<file path="src/rtl/dxe_pkg.sv">
package dxe_pkg;

    localparam int WORD_W = 32;
    localparam int CNT_W  = 10;

    localparam logic [1:0] CYC_STOP  = 2'b00;
    localparam logic [1:0] CYC_BASIC = 2'b01;

    localparam logic [1:0] SZ_WORD = 2'd2;
    localparam logic [1:0] SZ_BAD  = 2'd3;

    // control word overlay, bit 0 at the bottom
    typedef struct packed {
        logic             spare_hi;
        logic             dst_step;
        logic             spare_b;
        logic             src_step;
        logic [1:0]       spare_c;
        logic [1:0]       size;
        logic [9:0]       spare_d;
        logic [CNT_W-1:0] left_m1;
        logic [1:0]       spare_e;
        logic [1:0]       cycle;
    } ctl_word_t;

    typedef enum logic [1:0] {
        FLD_SRC = 2'd0,
        FLD_DST = 2'd1,
        FLD_CTL = 2'd2,
        FLD_USR = 2'd3
    } desc_field_e;

    typedef enum logic [2:0] {
        ST_IDLE,
        ST_SRC,
        ST_DST,
        ST_CTL,
        ST_RD,
        ST_WR,
        ST_WB
    } eng_state_e;

    function automatic int chan_bits(input int n);
        return (n <= 8) ? 3 : 4;
    endfunction

    function automatic logic ctl_runnable(input ctl_word_t c);
        return (c.cycle == CYC_BASIC) && (c.size != SZ_BAD);
    endfunction

endpackage

</file>
<file path="src/rtl/dxe_desc_addr.sv">
module dxe_desc_addr #(
    parameter int ADDR_W = 32,
    parameter int CH_W   = 3
) (
    input  logic [ADDR_W-1:0] base,
    input  logic              alt,
    input  logic [CH_W-1:0]   chan,
    input  logic [1:0]        field,
    output logic [ADDR_W-1:0] addr
);
    localparam int LOW_W = CH_W + 5;
    localparam logic [ADDR_W-1:0] LOW_MASK = ADDR_W'((64'd1 << LOW_W) - 64'd1);

    logic [LOW_W-1:0] offs;

    assign offs = {alt, chan, field, 2'b00};
    assign addr = (base & ~LOW_MASK) | ADDR_W'(offs);
endmodule

</file>
<file path="src/rtl/dxe_item_addr.sv">
module dxe_item_addr
    import dxe_pkg::*;
#(
    parameter int ADDR_W = 32
) (
    input  logic [ADDR_W-1:0] end_ptr,
    input  logic [CNT_W-1:0]  left_m1,
    input  logic [1:0]        size,
    input  logic              step,
    output logic [ADDR_W-1:0] addr
);
    logic [ADDR_W-1:0] back;

    always_comb begin
        back = ADDR_W'(left_m1) << size;
        addr = step ? (end_ptr - back) : end_ptr;
    end
endmodule

</file>
<file path="src/rtl/dxe_ctl_next.sv">
module dxe_ctl_next
    import dxe_pkg::*;
(
    input  ctl_word_t cur,
    output ctl_word_t nxt,
    output logic      last
);
    always_comb begin
        last = (cur.left_m1 == '0);
        nxt  = cur;
        if (last) begin
            nxt.cycle = CYC_STOP;
        end else begin
            nxt.left_m1 = cur.left_m1 - CNT_W'(1);
        end
    end
endmodule

</file>
<file path="src/rtl/dxe_engine.sv">
module dxe_engine
    import dxe_pkg::*;
#(
    parameter  int NUM_CH = 8,
    parameter  int ADDR_W = 32,
    localparam int CH_W   = chan_bits(NUM_CH)
) (
    input  logic              clk,
    input  logic              rst,
    input  logic [ADDR_W-1:0] tbl_base,
    input  logic              req_valid,
    input  logic [CH_W-1:0]   req_chan,
    input  logic              req_alt,
    output logic              busy,
    output logic              mem_req,
    output logic              mem_we,
    output logic [ADDR_W-1:0] mem_addr,
    output logic [1:0]        mem_size,
    output logic [WORD_W-1:0] mem_wdata,
    input  logic [WORD_W-1:0] mem_rdata,
    input  logic              mem_ack,
    output logic [NUM_CH-1:0] done,
    output logic [NUM_CH-1:0] err
);
    localparam int SIDES = 2;

    eng_state_e        st_q;
    logic [CH_W-1:0]   chan_q;
    logic              alt_q;
    logic [ADDR_W-1:0] src_end_q;
    logic [ADDR_W-1:0] dst_end_q;
    logic [WORD_W-1:0] data_q;
    ctl_word_t         ctl_q;
    ctl_word_t         ctl_nxt;
    ctl_word_t         ctl_in;
    logic              last_item;
    logic [NUM_CH-1:0] done_q;
    logic [NUM_CH-1:0] err_q;
    logic [NUM_CH-1:0] chan_hot;
    desc_field_e       fld;
    logic [ADDR_W-1:0] desc_addr;

    logic [ADDR_W-1:0] side_end  [SIDES];
    logic              side_step [SIDES];
    logic [ADDR_W-1:0] side_addr [SIDES];

    assign ctl_in   = ctl_word_t'(mem_rdata);
    assign chan_hot = NUM_CH'(1) << chan_q;
    assign busy     = (st_q != ST_IDLE);
    assign done     = done_q;
    assign err      = err_q;

    assign side_end[0]  = src_end_q;
    assign side_step[0] = ctl_q.src_step;
    assign side_end[1]  = dst_end_q;
    assign side_step[1] = ctl_q.dst_step;

    for (genvar s = 0; s < SIDES; s++) begin : g_side
        dxe_item_addr #(.ADDR_W(ADDR_W)) u_item (
            .end_ptr (side_end[s]),
            .left_m1 (ctl_q.left_m1),
            .size    (ctl_q.size),
            .step    (side_step[s]),
            .addr    (side_addr[s])
        );
    end

    dxe_desc_addr #(.ADDR_W(ADDR_W), .CH_W(CH_W)) u_desc (
        .base  (tbl_base),
        .alt   (alt_q),
        .chan  (chan_q),
        .field (fld),
        .addr  (desc_addr)
    );

    dxe_ctl_next u_next (
        .cur  (ctl_q),
        .nxt  (ctl_nxt),
        .last (last_item)
    );

    always_comb begin
        unique case (st_q)
            ST_DST:       fld = FLD_DST;
            ST_CTL, ST_WB: fld = FLD_CTL;
            default:      fld = FLD_SRC;
        endcase
    end

    always_comb begin
        mem_req   = 1'b1;
        mem_we    = 1'b0;
        mem_size  = SZ_WORD;
        mem_wdata = '0;
        mem_addr  = desc_addr;
        unique case (st_q)
            ST_IDLE: mem_req = 1'b0;
            ST_SRC, ST_DST, ST_CTL: ;
            ST_RD: begin
                mem_addr = side_addr[0];
                mem_size = ctl_q.size;
            end
            ST_WR: begin
                mem_addr  = side_addr[1];
                mem_size  = ctl_q.size;
                mem_we    = 1'b1;
                mem_wdata = data_q;
            end
            ST_WB: begin
                mem_we    = 1'b1;
                mem_wdata = ctl_nxt;
            end
            default: mem_req = 1'b0;
        endcase
    end

    always_ff @(posedge clk) begin
        if (rst) begin
            st_q      <= ST_IDLE;
            chan_q    <= '0;
            alt_q     <= 1'b0;
            src_end_q <= '0;
            dst_end_q <= '0;
            data_q    <= '0;
            ctl_q     <= '0;
            done_q    <= '0;
            err_q     <= '0;
        end else begin
            done_q <= '0;
            err_q  <= '0;
            unique case (st_q)
                ST_IDLE: if (req_valid) begin
                    chan_q <= req_chan;
                    alt_q  <= req_alt;
                    st_q   <= ST_SRC;
                end
                ST_SRC: if (mem_ack) begin
                    src_end_q <= ADDR_W'(mem_rdata);
                    st_q      <= ST_DST;
                end
                ST_DST: if (mem_ack) begin
                    dst_end_q <= ADDR_W'(mem_rdata);
                    st_q      <= ST_CTL;
                end
                ST_CTL: if (mem_ack) begin
                    ctl_q <= ctl_in;
                    if (ctl_runnable(ctl_in)) begin
                        st_q <= ST_RD;
                    end else begin
                        err_q <= chan_hot;
                        st_q  <= ST_IDLE;
                    end
                end
                ST_RD: if (mem_ack) begin
                    data_q <= mem_rdata;
                    st_q   <= ST_WR;
                end
                ST_WR: if (mem_ack) begin
                    st_q <= ST_WB;
                end
                ST_WB: if (mem_ack) begin
                    ctl_q <= ctl_nxt;
                    if (last_item) begin
                        done_q <= chan_hot;
                    end
                    st_q <= ST_IDLE;
                end
                default: st_q <= ST_IDLE;
            endcase
        end
    end
endmodule

</file>
<file path="config.mk">
export PLATFORM = sky130hd
export DESIGN_NAME = dxe_engine
export DESIGN_NICKNAME = d
export VERILOG_FILES = /design/src/rtl/dxe_pkg.sv /design/src/rtl/dxe_desc_addr.sv /design/src/rtl/dxe_item_addr.sv /design/src/rtl/dxe_ctl_next.sv /design/src/rtl/dxe_engine.sv
export SDC_FILE = /design/constraint.sdc
export NUM_CORES = 1
export LEC_CHECK = 0
export BUFFER_PORTS_ARGS = -buffer_cell sky130_fd_sc_hd__buf_4
export CORE_MARGIN = 4
export CORE_UTILIZATION = 45
export CTS_BUF_LIST = sky130_fd_sc_hd__clkbuf_8
export CTS_CLUSTER_SIZE = 24
export DETAILED_ROUTE_END_ITERATION = 8
export PLACE_DENSITY = 0.66
export SYNTH_ARGS = -nofsm -noshare
export SYNTH_HDL_FRONTEND = slang
export SYNTH_SLANG_ARGS = --single-unit
</file>
<file path="constraint.sdc">
create_clock -name clk -period 9.3 [get_ports clk]
set_clock_uncertainty 0.1 [all_clocks]
set_input_delay 0.93 -clock clk [delete_from_list [all_inputs] [get_ports clk]]
set_output_delay 0.93 -clock clk [all_outputs]
set_load 0.005 [all_outputs]
</file>
Word-level counts from Yosys, hierarchy flattened:

Index checks and enable logic that the tools add are counted.

* mux-type cells: 22
* bitwise gates (word level): 5
* reduce and logical (&&, ||, !) cells: 18
* eq/ne operators: 15
* shifts and indexed selects: 2
* $add $sub $neg: 3

Operators with widths (count)
* 32-bit case mux with 2 select lines: 3
* 32-bit two-way mux: 3
* 32-bit subtractor: 2
* 32-bit by 8-bit bitwise OR with 32-bit output: 1
* 10-bit by 2-bit left shift with 32-bit output: 1
* 3-bit two-way mux: 8
* 3-bit case mux with 7 select lines: 1
* 2-bit inequality test (second input constant): 8
* 14-bit two-way mux: 1
* 10-bit zero test: 1
* 10-bit two-way mux: 1
* 10-bit by 1-bit subtractor with 10-bit output (second input constant): 1
* 3-bit equality test (second input constant): 3
* 2-bit AND reduction: 4
* 4-bit OR reduction: 2
* 1-bit by 3-bit left shift with 8-bit output (first input constant): 1
* 7-bit AND reduction: 1
* 3-bit by 2-bit equality test with 1-bit output (second input constant): 2
* 3-bit AND reduction: 2
* 2-bit OR reduction: 3
* 6-bit OR reduction: 1
* 2-bit two-way mux: 2
* 1-bit inverter: 4
* 2-bit case mux with 2 select lines: 1
* other kinds (7): 8

* register bits: 151
* output and inout bits: 85
* input port bits: 72

Depth between registers and ports, before layout:

Gate-level depths: netlist of run 1.

* depth in word-level cells: 5
* depth in mapped cells: 16

By module:

A second synthesis of run 1 with hierarchy kept.

* cell total of the unflattened synthesis: 1411
* area, all modules: 10635.2 um^2

By module, submodules not included
* dxe_engine: area an instance 6740.2 um^2, cells each 854, instances 1, sequential area each 3022.9 um^2
* dxe_item_addr at g_side[1].u_item: area an instance 1697.9 um^2, cells each 241, instances 1, sequential area each 0.0 um^2
* dxe_item_addr at g_side[0].u_item: area an instance 1539.0 um^2, cells each 223, instances 1, sequential area each 0.0 um^2
* dxe_ctl_next: area an instance 414.1 um^2, cells each 60, instances 1, sequential area each 0.0 um^2
* dxe_desc_addr: area an instance 244.0 um^2, cells each 33, instances 1, sequential area each 0.0 um^2

Worst setup path before layout of run 1:

No wires, ideal clock.

* path kind: register to output
* start: reg ctl_q[24] (netlist name)
* end: out mem_addr[22]
* data required time: 8.270 ns
* data arrival time: 3.270 ns
* path slack: 5.000 ns
* cell stages (with the launch flop): 12
* cell sequence: dfxtp_1 > clkbuf_1 > mux2_2 > o21ai_0 > ha_1 > and2_1 > o211ai_1 > a32oi_1 > a2111oi_2 > nand2_1 > xnor2_1 > a221o_1

* cells in the longest elaborated chain, start to end: 4

Ends and longest elaborated chain
* start: declaration: RTL line dxe_engine.sv:33 `ctl_word_t ctl_q;`
* start signal: assignment: RTL line dxe_engine.sv:146 `ctl_q <= ctl_in;`
* start signal: assignment: RTL line dxe_engine.sv:162 `ctl_q <= ctl_nxt;`
* 10-bit by 2-bit left shift with 32-bit output *: RTL line dxe_item_addr.sv:15 `back = ADDR_W'(left_m1) << size;`
* 32-bit subtractor: RTL line dxe_item_addr.sv:16 `addr = step ? (end_ptr - back) : end_ptr;`
* 32-bit two-way mux: RTL line dxe_item_addr.sv:16
* 32-bit case mux with 2 select lines *: RTL line dxe_engine.sv:96 `unique case (st_q)`
* end: declaration: RTL line dxe_engine.sv:17 `output logic [ADDR_W-1:0] mem_addr,`

Mark *: on every way between the ends. The rest lies on a longest branch, timed or not.

Worst setup path after layout of run 1:

* start: reg ctl_q[24] (netlist name)
* end: out mem_addr[31]

Same word-level chain as after synthesis.

==> flow_summary_export.csv, run 1 <==
group,metric,value,unit
synth,synthMostInstantiatedCell,"nand2_1",
route,dr.pass1.iters,5,
placed_design,dp_cells,1582,
placed_design,io_buffer_count,148,
setup_path,crit_chain,"mux2_2 > o21ai_0 > ha_1 > and2_1 > a41oi_1 > o31ai_2 > nor4b_1 > xnor2_1 > o221ai_1 > buf_4",
route,wirelength,30100,µm
sta,finalHoldViolations,0,
route,via_per_inst,5.76,
synth,synth.distinct_cells,75,
clocking,hold_buffers,0,
sta,setup_viol,0,
min_path,min_path_type,"reg -> reg",
setup_path,crit_fanout,15,
route,drc,0,
die,die_height,150,µm
setup_path,worst_path_largest_cell_delay,0.90,ns
route,wl_per_cell,18.7,µm
global_routing,grt_pass1_wl,46400,µm
power_and_ir_drop,ir_worst_vdd,96.2,µV
synth,ys_seq_elements,151,
sta,slew_headroom,0.314,
cells_and_area,drive_gt1_frac,0.170,
cells_and_area,fin_cells,1614,
die,die_area,22600,µm²
power_and_ir_drop,total_leakage_power,4.06,nW
synth,syn_avg_cell_area,7.36,µm²
sta,max_clock_freq,0.176,GHz
synth,syn_area,9130,µm²
synth,synth_common_cells,"nand2_1 (309), a21oi_1 (171), dfxtp_1 (151)",
global_routing,grt_max_degree,77,
power_and_ir_drop,power.density,134,nW/µm²
synth,synthFlopType,"dfxtp_1",
synth,synthArstFlopShare,0,
cells_and_area,num_antenna_cells,0,
cells_and_area,nNetsFinal,1447,
clocking,cts_tree,"done",
setup_path,start_kind,"register",
global_routing,antenna_found_initial,0,
synth,syn_nets,1351,
clocking,cts_buffers,17,
synth,yosys-top-cells-area,"dfxtp_1 (33%), nand2_1 (13%), a21oi_1 (9.4%)",
clocking,root_buffer,"clkbuf_8",
placed_design,gp_congestion,0.960,
setup_path,cpMaxStageDelayCell,"o31ai_2",
route,drtIter0Drc,904,
route,vias,9297,
clocking,cts.clk_slew.worst_paths,0.09,ns
run_status,outcome,"finished, final reports clean",
global_routing,grt_use_total,0.262,
sta,rsz0062_at_grt,"no",
sta,setup_tns,0,ns
synth,ys_seq_area_frac,0.331,
placed_design,dp_hpwl,21700,µm
cells_and_area,area_delta_synth_final,17.6,%
route,final_antenna_net_count,0,
setup_path,critPathRequiredTime,8.27,ns
die,die_w,150,µm
setup_path,crit_buf_inv,1,
setup_path,worstRegToRegCells,6,
sta,period_share,0.611,
setup_path,crit_arrival,4.65,ns
synth,synth_cells,1240,
synth,synth_top_area_frac,0.331,
sta,worst_pin_slew,1.03,ns
sta,drv_slew,0,
min_path,min_path_cells,2,
clocking,clock_latency,0.45,ns
die,core,19700,µm²
flow_run,maxCapViolCount,0,
clocking,cts_htree_levels,4,
clocking,cts-resized-gates,0,
die,io_pins,157,
clocking,clkSinkCount,151,
setup_path,cp-end-kind,"primary output",
die,initial_core_util,0.463,
die,rows,51,
synth,synth_top_area_cell,"dfxtp_1",
setup_path,path_depth,10,
synth,synth_warnings,0,
global_routing,grt_pass1_vias,8398,
cells_and_area,fill_cells,1932,
synth,synth_edf_count,0,
global_routing,overflow,0,
setup_path,crit_type,"reg -> out",
sta,hold_ws,0.355,ns
clocking,cts_setup_buffers,0,
clocking,cts_buffer_depth,2,
sta,fin_crit,5.68,ns
setup_path,cp_top_family,"compound AO/OA/AOI/OAI gates",
-- power by group --
group          internal, mW  total, mW  switching, mW
sequential            0.659      0.678         0.0189
clock                 0.218      0.496          0.278
combinational         0.111      0.269          0.158
total                 0.988       1.44          0.455
-- kinds of logic (layout without fill, tap and decap cells) --
| logic type | Yosys count | after routing | share of synthesized area |
|---|---|---|---|
| simple gates | 516 | 516 | 0.251 |
| compound gates | 342 | 342 | 0.232 |
| flops | 151 | 151 | 0.331 |
| buf+inv | 109 | 218 | 0.0469 |
| xor+xnor | 56 | 56 | 0.0537 |
| fa+ha+maj | 39 | 39 | 0.0551 |
| mux | 27 | 27 | 0.0304 |
-- metal layers --
layer	part of all wire	up-vias	track usage	wire (µm)
li1	-	4506	-	-
met1	0.46	4345	0.386	13800
met2	0.44	403	0.393	13200
met3	0.087	43	0.0506	2630
met4	0.015	0	0.0622	464
met5	0	-	0	0
-- cells in the final DEF (no fill, tap or decap), types with 5 or more instances in the layout --
cell      Yosys  routed
and3_1        5       5
nand2_1     309     309
nand3_1      12      12
clkbuf_8      0      17
nor4_1        8       8
inv_1        21      22
a211oi_1      7       7
or2_2         5       5
mux2i_1      21      21
nor2_1       79      77
nor2b_1       6       6
or3_1         9       9
o21ai_0      36      36
a21o_1       10      10
xor2_1       16      16
dfxtp_1     151     151
ha_1         37      37
a22o_1       22      22
o21ai_1      18      18
a21oi_1     171     171
o211ai_1      5       5
nor3_1       30      29
or4_1         5       5
a22oi_1       9       9
buf_4         0     164
nand2b_1     12      12
mux2_2        6       6
o221ai_1     13      13
nand4_1       6       6
and2_1        6       7
xnor2_1      40      40
or4_4         5       5
-- stage by stage --
stage	cell area, µm²	utilization	total power [mW]	worst slack (ns)
finish	10700	0.545	1.44	3.62
global route	10700	0.545	1.50	3.31
CTS	10700	0.545	1.45	3.72
detailed placement	10400	0.525	0.957	4.24
global placement	10400	0.525	0.955	4.28
floorplan	9130	-	0.862	5.00
-- state kept, by name (all words and copies together) (netlist names) --
signal	cells
ctl_q	32
data_q	32
dst_end_q	32
src_end_q	32
done	8
err	8
chan_q	3
st_q	3
alt_q	1
-- final timing paths --
kind | startpoint | to | slack, ns
max | ctl_q[24] | mem_addr[31] | 3.62
min reg2reg | ctl_q[18] | ctl_q[18] | 0.35
min | ctl_q[18] | ctl_q[18] | 0.35
max reg2reg | st_q[1] | err[2] | 6.19
-- cell type report --
class,instances,area (µm²),area share
well taps,265,332,0.0309
repair buffers,164,1230,0.115
inverters,22,82.6,0.00769
multi-input cells,980,5690,0.530
clock buffers,17,234,0.0218
flip-flops and latches,151,3020,0.281
clock inverters,15,148,0.0137
-- worst reg2reg max path: cells and delay by family, from the launching register on --
| family | cells | cell delay, ns |
|---|---|---|
| flip-flops | 1 | 0.64 |
| AND/OR/NAND/NOR | 6 | 2.29 |
No activity file was read; power rests on OpenSTA's default activity.
==> inputs of run 2 (changes only) <==
- ABC_AREA: unset -> 1
- clock period: 9.3 -> 5.61 ns (I/O delays scaled with it)
==> run 2 against run 1 <==
Critical path depth is 3 higher. Synthesized area grew 8.0%. Synthesized cell count increased by 30%. Die area increased by 7.5%. Via count grew 18%. Flip-flop and latch count is the same. Register-to-register slack got worse by 3.5 ns. Setup slack got worse by 2.8 ns. Largest cell class unchanged.
==> flow_summary_export.csv, run 2 <==
group,metric,value,unit
synth,ys_seq_elements,151,
min_path,min_path_cells,2,
sta,drv_slew,0,
setup_path,start_kind,"register",
sta,finalHoldViolations,0,
clocking,clock_latency,0.48,ns
placed_design,gp_congestion,0.934,
placed_design,placed_area,11100,µm²
clocking,cts_tree,"done",
placed_design,io_buffer_count,148,
die,die_height,156,µm
global_routing,grt_pass1_vias,10100,
sta,rsz0062_at_grt,"no",
synth,syn_area,9860,µm²
route,final_antenna_net_count,0,
sta,slew_headroom,0.292,
global_routing,grt_use_total,0.289,
cells_and_area,fin_area,11500,µm²
setup_path,r2r-end,"data_q[26]",
die,die_w,156,µm
die,rows,53,
die,core,21300,µm²
cells_and_area,fill_cells,2221,
power_and_ir_drop,power.density,333,nW/µm²
clocking,cts_htree_levels,4,
die,die_area,24300,µm²
sta,period_share,0.847,
setup_path,worstRegToRegCells,6,
min_path,min_from,"rst",
clocking,clkSinkCount,151,
synth,synthFlopType,"dfxtp_1",
placed_design,dp_hpwl,27100,µm
sta,fin_crit,4.75,ns
clocking,cts_setup_buffers,0,
route,drtIter0Drc,1039,
clocking,hold_buffers,0,
route,dr.pass1.iters,6,
clocking,cts-resized-gates,0,
synth,synth_common_cells,"nand2_1 (332), inv_1 (215), o21ai_0 (203)",
die,io_pins,157,
setup_path,crit_arrival,4.09,ns
cells_and_area,area_delta_synth_final,16.7,%
synth,synth_warnings,0,
synth,synthArstFlopShare,0,
synth,syn_avg_cell_area,6.14,µm²
power_and_ir_drop,total_leakage_power,5.55,nW
flow_run,maxCapViolCount,0,
run_status,outcome,"finished, final reports clean",
synth,synth_edf_count,0,
clocking,cts.clk_slew.worst_paths,0.09,ns
setup_path,regToRegSetupSlack,2.68,ns
cells_and_area,num_antenna_cells,0,
route,vias,11000,
setup_path,cp-end-kind,"primary output",
sta,worst_pin_slew,1.06,ns
die,initial_core_util,0.463,
cells_and_area,drive_gt1_frac,0.128,
synth,ys_seq_area_frac,0.307,
clocking,cts_buffer_depth,2,
setup_path,r2r-start,"st_q[0]",
route,drc,0,
synth,synth_cells,1606,
global_routing,grt_max_degree,65,
global_routing,grt_pass1_wl,55100,µm
synth,synth_top_area_frac,0.307,
cells_and_area,final_common_cell,"nand2_1",
synth,yosys-top-cells-area,"dfxtp_1 (31%), nand2_1 (13%), o21ai_0 (10%)",
synth,synth_top_area_cell,"dfxtp_1",
cells_and_area,nNetsFinal,1828,
route,wl_per_cell,17.8,µm
route,wirelength,35600,µm
min_path,worstHoldEndpoint,"st_q[1]",
synth,syn_nets,1717,
setup_path,crit_fanout,13,
setup_path,crit_type,"reg -> out",
global_routing,overflow,0,
sta,max_clock_freq,0.210,GHz
synth,synth.distinct_cells,42,
clocking,root_buffer,"clkbuf_8",
route,via_per_inst,5.47,
cells_and_area,layout_common_cells,"nand2_1 (332), inv_1 (215), o21ai_0 (203)",
clocking,cts_buffers,17,
sta,setup_tns,0,ns
synth,synthMostInstantiatedCell,"nand2_1",
setup_path,critPathRequiredTime,4.95,ns
power_and_ir_drop,ir_worst_vdd,193,µV
global_routing,antenna_found_initial,0,
sta,setup_viol,0,
min_path,min_path_type,"in -> reg",
-- run 2: worst max-delay path: stages, from the launching register on --
cell     delay, ns
dfxtp_1       0.60
inv_1         0.31
o21ai_0       0.83
ha_1          0.40
nand2_1       0.16
inv_1         0.08
a21oi_1       0.18
nand2_1       0.12
nand2_1       0.11
nand2_1       0.16
o21ai_0       0.19
nand3_1       0.18
nand3_1       0.17
buf_4         0.12
-- run 2: area by class of cell --
class / instances / area (µm²) / share of cell area
well taps: 275 / 344 / 0.0299
flip-flops and latches: 151 / 3020 / 0.263
repair buffers: 155 / 1160 / 0.101
clock buffers: 17 / 234 / 0.0203
inverters: 232 / 871 / 0.0757
clock inverters: 15 / 191 / 0.0166
multi-input cells: 1160 / 5680 / 0.493
-- run 2: worst max path at each step --
stage	from	slack, ns	to	depth (start not counted)
after detailed placement	ctl_q[24]	1.49	mem_addr[13]	15
after CTS	ctl_q[24]	0.97	mem_addr[13]	15
after global routing	ctl_q[24]	0.59	mem_addr[13]	15
final	ctl_q[25]	0.86	mem_addr[23]	13
after global placement	ctl_q[24]	1.54	mem_addr[13]	15
after floorplan	ctl_q[24]	2.44	mem_addr[13]	14
-- run 2: logic make-up after synthesis --
kind of cell	count (synthesis)	share of synthesized area
compound gates	370	0.196
xor+xnor	7	0.00622
fa+ha+maj	39	0.0510
buf+inv	295	0.118
flops	151	0.307
mux	1	0.00102
simple gates	743	0.322
-- run 2: power breakdown --
part	internal (mW)	leakage, nW	switching [mW]
combinational	0.508	4.12	1.19
clock	0.347	0.211	0.545
sequential	1.15	1.22	0.0871
total	2.01	5.55	1.82
-- run 2: routing by layer --
layer	vias to the layer above	global-route usage	part of all wire
li1	5488	-	-
met1	5038	0.408	0.46
met2	390	0.460	0.45
met3	43	0.0399	0.069
met4	0	0.0846	0.023
met5	-	0	0
-- run 2: stage by stage --
stage / utilization / instances / setup slack (ns) / hold slack (ns) / power [mW]
after global placement: 0.520 / 1973 / 1.54 / 0.333 / 2.92
after detailed placement: 0.520 / 1973 / 1.49 / 0.338 / 2.93
final: 0.540 / 2005 / 0.858 / 0.194 / 3.83
after floorplan: - / 1606 / 2.44 / 0.325 / 2.41
after CTS: 0.540 / 2005 / 0.969 / 0.171 / 3.82
after global routing: 0.540 / 2005 / 0.589 / 0.184 / 4.12
==> inputs of run 3 (changes only) <==
- clock period: 5.61 -> 4.4 ns (I/O delays scaled with it)
==> run 3 against run 2 <==
Non-clock buffer count increased by 6. Sequential power up 27%. Critical endpoint is now mem_addr[15]. Via count decreased by 1.4%.
==> flow_summary_export.csv, run 3 (synthesis gave the netlist of run 2 again) <==
group,metric,value,unit
setup_path,crit_arrival,3.61,ns
die,rows,53,
global_routing,grt_use_total,0.282,
clocking,cts_setup_buffers,0,
placed_design,dp_cells,1979,
sta,finalHoldViolations,0,
setup_path,crit_chain,"inv_1 > o21ai_0 > o21ai_0 > buf_4 > ha_1 > a21oi_1 > nand2_1 > a21oi_1 > nand2_1 > o21ai_0 > nand3_1 > buf_4",
route,drtIter0Drc,1022,
global_routing,grt_busiest_layer,"met2",
route,drc,0,
cells_and_area,final_common_cell,"nand2_1",
sta,max_clock_freq,0.241,GHz
clocking,cts_tree,"done",
setup_path,cpMaxStageDelayCell,"dfxtp_1",
global_routing,grt_use_met2,0.443,
route,final_antenna_net_count,0,
sta,slew_headroom,0.248,
clocking,cts.clk_slew.worst_paths,0.10,ns
power_and_ir_drop,p_total,4.90,mW
clocking,clkSinkCount,151,
placed_design,dp_hpwl,26500,µm
route,via_per_inst,5.37,
cells_and_area,area_delta_synth_final,17.2,%
min_path,min_path_type,"in -> reg",
clocking,clock_latency,0.48,ns
die,initial_core_util,0.463,
setup_path,crit_type,"reg -> out",
sta,worst_pin_slew,1.13,ns
die,die_area,24300,µm²
run_status,outcome,"finished, final reports clean",
flow_run,maxCapViolCount,0,
clocking,hold_buffers,0,
route,dr.pass1.iters,5,
global_routing,antenna_found_initial,0,
clocking,cts_buffer_depth,2,
global_routing,grt_use_met3,0.0416,
sta,period_share,0.943,
global_routing,grt_pass1_wl,54200,µm
setup_path,crit_top_cell,"o21ai_0",
sta,setup_viol,0,
placed_design,io_buffer_count,148,
cells_and_area,nNetsFinal,1834,
setup_path,worst_path_largest_cell_delay,0.58,ns
global_routing,overflow,0,
global_routing,grt_max_degree,126,
route,wirelength,35000,µm
setup_path,critPathRequiredTime,3.86,ns
die,io_pins,157,
cells_and_area,fin_cells,2011,
sta,rsz0062_at_grt,"no",
cells_and_area,num_antenna_cells,0,
die,die_w,156,µm
die,core,21300,µm²
route,vias,10800,
clocking,cts_buffers,17,
setup_path,crit_fanout,13,
sta,fin_crit,4.15,ns
setup_path,start_kind,"register",
die,die_height,156,µm
power_and_ir_drop,ir_worst_vdd,247,µV
cells_and_area,drive_gt1_frac,0.132,
global_routing,grt_pass1_vias,10000,
cells_and_area,layout_common_cells,"nand2_1 (332), inv_1 (215), o21ai_0 (202)",
placed_design,gp_congestion,0.928,
route,wl_per_cell,17.4,µm
clocking,cts_htree_levels,4,
setup_path,cp-end-kind,"primary output",
sta,drv_slew,0,
global_routing,use_met1,0.402,
power_and_ir_drop,power.density,424,nW/µm²
power_and_ir_drop,total_leakage_power,5.57,nW
clocking,root_buffer,"clkbuf_8",
sta,setup_tns,0,ns
run 3: area by class of cell:
| class | count | area (µm²) |
|---|---|---|
| flip-flops and latches | 151 | 3020 |
| fillers | 2234 | 9740 |
| well taps | 275 | 344 |
| clock buffers | 17 | 234 |
| inverters | 232 | 871 |
| multi-input cells | 1160 | 5680 |
| repair buffers | 161 | 1210 |
| clock inverters | 15 | 189 |
run 3: metrics by stage:
stage	setup WS [ns]	utilization	area [µm²]	hold slack, ns
2_1_floorplan	1.35	-	9860	0.325
3_3_place_gp	0.737	0.523	11100	0.333
3_5_place_dp	0.696	0.523	11100	0.340
4_1_cts	0.153	0.542	11500	0.0377
5_1_grt	0.000540	0.543	11600	0.0491
6_report	0.252	0.543	11600	0.0526
run 3: what timing repair did:
action,4_1_cts,5_1_grt
setup endpoints to repair,0,20
resized for setup,0,3
endpoints found under the hold margin,0,0
run 3: worst paths after layout:
check	from	endpoint	slack [ns]	cells past startpoint
min reg2reg	data_q[9]	data_q[9]	0.35	2
min	rst	st_q[1]	0.05	2
max	ctl_q[25]	mem_addr[15]	0.25	12
max reg2reg	st_q[0]	data_q[8]	1.47	6
run 3: per-layer routing:
metal,vias up,wire length [µm]
met1,4926,16200
met2,356,15600
met5,-,0
met3,43,2390
li1,5483,-
met4,0,815
run 3: critical path: cells and delay by family, from the launching register on:
kind | cells | cell delay, ns
AO/OA/AOI/OAI | 5 | 1.13
AND/OR/NAND/NOR | 3 | 0.41
buffers and inverters | 3 | 0.64
flip-flops | 1 | 0.58
adder cells (fa/ha/maj) | 1 | 0.33
run 3: report_power, final:
part / internal, mW / switching [mW] / leakage [nW]
clock network: 0.444 / 0.708 / 0.212
registers: 1.47 / 0.105 / 1.22
logic: 0.662 / 1.51 / 4.14
